--- config.mk ---
export PLATFORM = sky130hd
export DESIGN_NAME = burst_addr_seq
export DESIGN_NICKNAME = d
export VERILOG_FILES = /design/src/rtl/burst_seq_pkg.sv /design/src/rtl/burst_load_ctrl.sv /design/src/rtl/burst_beat_counter.sv /design/src/rtl/burst_addr_regs.sv /design/src/rtl/burst_addr_seq.sv
export SDC_FILE = /design/constraint.sdc
export NUM_CORES = 1
export LEC_CHECK = 0
export BUFFER_PORTS_ARGS = -buffer_cell sky130_fd_sc_hd__buf_4
export CORE_MARGIN = 5
export CORE_UTILIZATION = 30
export CTS_CLUSTER_DIAMETER = 60
export DETAILED_ROUTE_END_ITERATION = 10
export MAX_ROUTING_LAYER = met4
export PLACE_DENSITY = 0.54
export SLEW_MARGIN = 20
export SYNTH_ARGS = -nofsm -noshare
export SYNTH_HDL_FRONTEND = slang
export SYNTH_HIERARCHICAL = 1
export SYNTH_SLANG_ARGS = --single-unit
export TNS_END_PERCENT = 30
--- constraint.sdc ---
create_clock -name clk -period 2.15 [get_ports clk]
set_input_delay 0.645 -clock clk [delete_from_list [all_inputs] [get_ports clk]]
set_output_delay 0.645 -clock clk [all_outputs]
set_load 0.03 [all_outputs]
--- src/rtl/burst_seq_pkg.sv ---
package burst_seq_pkg;
  localparam int BEAT_BITS = 2;

  typedef logic [BEAT_BITS-1:0] beat_t;

  typedef enum logic {
    ORD_LINEAR = 1'b0,
    ORD_XOR    = 1'b1
  } order_e;

  // Low address bits of a beat, given start offset and beat count.
  function automatic beat_t beat_offset(beat_t start, beat_t cnt, order_e ord);
    beat_t res;
    if (ord == ORD_XOR) res = start ^ cnt;
    else                res = beat_t'(start + cnt);
    return res;
  endfunction
endpackage

--- src/rtl/burst_load_ctrl.sv ---
module burst_load_ctrl (
  input  logic strobe_proc,
  input  logic strobe_ctrl,
  input  logic advance,
  input  logic cs_a,
  input  logic cs_b,
  input  logic cs_n_c,
  output logic dev_sel,
  output logic load_evt,
  output logic step_evt
);
  logic any_strobe;

  always_comb begin
    dev_sel    = cs_a & cs_b & ~cs_n_c;
    any_strobe = strobe_proc | strobe_ctrl;
    load_evt   = dev_sel & any_strobe;
    // a load takes precedence over advance
    step_evt   = advance & ~load_evt;
  end
endmodule

--- src/rtl/burst_beat_counter.sv ---
module burst_beat_counter
  import burst_seq_pkg::*;
(
  input  logic  clk,
  input  logic  rst_n,
  input  logic  load_evt,
  input  logic  step_evt,
  output beat_t cnt
);
  always_ff @(posedge clk or negedge rst_n) begin
    if (!rst_n)        cnt <= '0;
    else if (load_evt) cnt <= '0;
    else if (step_evt) cnt <= beat_t'(cnt + 1'b1);
  end

  a_r9_load_restarts_count: assert property (@(posedge clk) disable iff (!rst_n)
    load_evt |=> cnt == '0);

  a_r10_count_wraps: assert property (@(posedge clk) disable iff (!rst_n)
    (step_evt && !load_evt && cnt == beat_t'(3)) |=> cnt == '0);

  a_r8_count_holds: assert property (@(posedge clk) disable iff (!rst_n)
    (!step_evt && !load_evt) |=> $stable(cnt));
endmodule

--- src/rtl/burst_addr_regs.sv ---
module burst_addr_regs
  import burst_seq_pkg::*;
#(
  parameter int ADDR_W = 20
) (
  input  logic                        clk,
  input  logic                        rst_n,
  input  logic                        load_evt,
  input  logic [ADDR_W-1:0]           addr_in,
  input  logic                        mode_in,
  output logic [ADDR_W-BEAT_BITS-1:0] upper_q,
  output beat_t                       start_q,
  output order_e                      order_q
);
  localparam int UP_W = ADDR_W - BEAT_BITS;

  always_ff @(posedge clk or negedge rst_n) begin
    if (!rst_n) begin
      upper_q <= '0;
      start_q <= '0;
      order_q <= ORD_LINEAR;
    end else if (load_evt) begin
      upper_q <= addr_in[ADDR_W-1:BEAT_BITS];
      start_q <= addr_in[BEAT_BITS-1:0];
      order_q <= order_e'(mode_in);
    end
  end

  a_r4_upper_fixed: assert property (@(posedge clk) disable iff (!rst_n)
    !load_evt |=> $stable(upper_q));

  a_r7_order_latched: assert property (@(posedge clk) disable iff (!rst_n)
    !load_evt |=> $stable(order_q));

  initial begin
    a_r4_width_ok: assert (UP_W > 0);
  end
endmodule

--- src/rtl/burst_addr_seq.sv ---
module burst_addr_seq
  import burst_seq_pkg::*;
#(
  parameter int ADDR_W = 20
) (
  input  logic              clk,
  input  logic              rst_n,
  input  logic [ADDR_W-1:0] addr_in,
  input  logic              strobe_proc,
  input  logic              strobe_ctrl,
  input  logic              advance,
  input  logic              mode_interleave,
  input  logic              cs_a,
  input  logic              cs_b,
  input  logic              cs_n_c,
  output logic [ADDR_W-1:0] mem_addr
);
  localparam int UP_W = ADDR_W - BEAT_BITS;

  logic            dev_sel;
  logic            load_evt;
  logic            step_evt;
  beat_t           cnt;
  logic [UP_W-1:0] upper_q;
  beat_t           start_q;
  order_e          order_q;

  burst_load_ctrl u_ctrl (
    .strobe_proc (strobe_proc),
    .strobe_ctrl (strobe_ctrl),
    .advance     (advance),
    .cs_a        (cs_a),
    .cs_b        (cs_b),
    .cs_n_c      (cs_n_c),
    .dev_sel     (dev_sel),
    .load_evt    (load_evt),
    .step_evt    (step_evt)
  );

  burst_beat_counter u_cnt (
    .clk      (clk),
    .rst_n    (rst_n),
    .load_evt (load_evt),
    .step_evt (step_evt),
    .cnt      (cnt)
  );

  burst_addr_regs #(.ADDR_W(ADDR_W)) u_regs (
    .clk      (clk),
    .rst_n    (rst_n),
    .load_evt (load_evt),
    .addr_in  (addr_in),
    .mode_in  (mode_interleave),
    .upper_q  (upper_q),
    .start_q  (start_q),
    .order_q  (order_q)
  );

  always_comb mem_addr = {upper_q, beat_offset(start_q, cnt, order_q)};

  // a selected strobe presents the sampled address
  a_r2_load_address: assert property (@(posedge clk) disable iff (!rst_n)
    (dev_sel && (strobe_proc || strobe_ctrl)) |=> mem_addr == $past(addr_in));

  a_r3_deselect_ignored: assert property (@(posedge clk) disable iff (!rst_n)
    (!dev_sel && !advance) |=> $stable(mem_addr));

  a_r8_suspend_hold: assert property (@(posedge clk) disable iff (!rst_n)
    (!load_evt && !advance) |=> $stable(mem_addr));

  a_r4_upper_outputs: assert property (@(posedge clk) disable iff (!rst_n)
    (!load_evt && advance) |=> mem_addr[ADDR_W-1:BEAT_BITS] == $past(mem_addr[ADDR_W-1:BEAT_BITS]));
endmodule

==> flow_metrics.tcl <==
set metrics [dict create \
    hold_viol 0 \
    ir_worst_vdd_mv 0.588 \
    drcViolationCount 0 \
    drv_cap 0 \
    postRouteAntennaNets 0 \
    final_cells 157 \
    place_congestion 0.643 \
    slew_headroom 0.806 \
    grt_overflow 0 \
    drtIter0Drc 64 \
    multi_input_area_um2 435 \
    grt_pass1_wl_um 3190 \
    cp.arrival_ps 1400 \
    fin_crit_sh 0.953 \
    drive_gt1_frac 0.703 \
    syn-cell-area_mm2 0.00101 \
    ys.flop_type "dfrtp_1" \
    viasPerCell 4.04 \
    syn_inst 59 \
    die_w_um 68.1 \
    n_antenna_cell 0 \
    die_h_um 68.1 \
    grt_max_degree 24 \
    ios 49 \
    port_buffers 48 \
    tightest_slew_ps 291 \
    rsz0062_at_grt "no" \
    routed_wl_um 1990 \
    syn2layout_area_growth_pct 46.4 \
    start_kind "flip-flop" \
    dp_slack_ps 323 \
    synth.area.top_cells "dfrtp_1 (57%), mux2_4 (30%), xnor2_1 (2.6%)" \
    yosysSeqAreaShare 0.568 \
    start_util 0.306 \
    p_leak_nw 0.722 \
    cts_buffers 3 \
    antenna_found_initial 0 \
    r2r_setup_slack_ps 1250 \
    yosys_warnings 6 \
    dpl.cell_count 152 \
    clk_pin_slew_ps 120 \
    synth_top_cell_area_share 0.568 \
    cts_tree "done" \
    status "completed" \
    syn_area_per_cell_um2 17.2 \
    yosys.area.top_type "dfrtp_1" \
    cts_hold_buffers 0 \
    yosysMostFrequentCell "dfrtp_1" \
    root_buffer "clkbuf_4" \
    power_mw 1.48 \
    grt_pass1_vias 692 \
    track_usage 0.0954 \
    num_vias 634 \
    clk_latency_ps 300 \
    path_class "reg -> out" \
    htreeDepth 1 \
    dr.pass1.iters 3 \
    n_fill_cell 333 \
    clock-skew-final_ps 0.197 \
    fin_ws_ps 101 \
    netlist_top_cells_count "dfrtp_1 (23), mux2_4 (20), xnor2_1 (3)" \
    timing.setup.tns_ps 0 \
    synth_nets 89 \
    crit_required_ps 1500 \
    num_rows 21 \
    seq_area_um2 577 \
    cts_sinks 23 \
    slew_viol_final 0 \
    ys_seq_elements 23 \
    finalSetupViolCount 0 \
    die-area_mm2 0.00464 \
    hold_path_class "in -> async" \
    cp-end-kind "output pin" \
    synth_edf_count 0 \
    synth.distinct_cells 15 \
    wl_per_cell_um 12.7 \
    worst-path-max-fanout 3 \
    hold_ws_ps 213 \
    clock.fmax_mhz 488 \
    post-route-min-period_ps 2050 \
    fin_nets 142 \
    cts_buffer_depth 2 \
    synth-async-reset-ratio 1.00 \
    powerDensity_mw_per_mm2 995 \
    core-area_mm2 0.00331 \
]
==> what timing repair did <==
item | 4_1_cts | 5_1_grt
buffers inserted | 0 | 1
endpoints found under the setup margin | 0 | 1
resized for setup | 0 | 5
==> flip-flops by register name, indices dropped and copies added, names as in the netlist <==
signal / count
u_regs/order_q: 1
u_cnt/cnt: 2
u_regs/start_q: 2
u_regs/upper_q: 18
==> power breakdown <==
part,switching (mW),total (mW),internal (mW)
combinational,0.331,0.675,0.344
clock,0.121,0.193,0.0722
sequential,0.0712,0.608,0.537
==> worst paths after layout <==
path | startpoint | depth (start not counted) | to
max | u_cnt/cnt[0] | 4 | mem_addr[1]
min in group clk | u_regs/upper_q[11] | 1 | u_regs/upper_q[11]
min | rst_n | 1 | u_regs/upper_q[10]
max in group asynchronous | rst_n | 1 | u_cnt/cnt[0]
min reg2reg | u_regs/upper_q[11] | 1 | u_regs/upper_q[11]
max reg2reg | u_cnt/cnt[0] | 3 | u_cnt/cnt[0]
==> final cells by class <==
cell class / count / share of cell area
tap: 46 / 0.0388
multi-input combinational: 34 / 0.293
sequential: 23 / 0.389
timing repair buffer: 50 / 0.261
clock buffer: 4 / 0.0177
==> critical path: stages (launching register included) <==
cell	delay, ps
dfrtp_2	450
ha_4	160
nor2b_4	110
xnor2_1	190
buf_4	190
==> cells by family (layout without fill, tap and decap cells) <==
| family | Yosys count | after routing | synth area share |
|---|---|---|---|
| DFF | 23 | 23 | 0.568 |
| muxes | 21 | 21 | 0.307 |
| and+or+nand+nor | 6 | 6 | 0.0383 |
| AOI/OAI and AO/OA | 3 | 3 | 0.0259 |
| xor gates and xnor gates | 3 | 3 | 0.0259 |
| buffers and inverters | 2 | 54 | 0.0222 |
| adders and majority gates | 1 | 1 | 0.0123 |
==> cells in the final DEF (no fill, tap or decap) <==
cell type  instances
nand3b_1           1
dfrtp_1           22
nor2_1             1
clkbuf_4           3
a21oi_2            1
clkbuf_1           1
dfrtp_2            1
mux2_2             1
and3b_1            1
a21bo_1            1
nor2b_4            1
mux2_4            20
ha_4               1
xnor2_1            3
a21boi_1           1
buf_4             49
and2_1             1
buf_12             1
or2_1              1
==> per-layer routing <==
layer  up-vias  wire length (um)  part of all wire  global-route usage
met3         0               152             0.076              0.0246
met1       298               929              0.47               0.132
met5         -                 0                 0                   -
li1        309                 -                 -                   -
met4         0                 0                 0              0.0372
met2        27               911              0.46               0.132
==> metrics by stage <==
step | cell area, um^2 | utilization
after floorplan | 1010 | -
after global placement | 1430 | 0.432
after detailed placement | 1430 | 0.432
after CTS | 1460 | 0.440
after global routing | 1480 | 0.448
final | 1480 | 0.448
No activity file was read; power rests on OpenSTA's default activity.
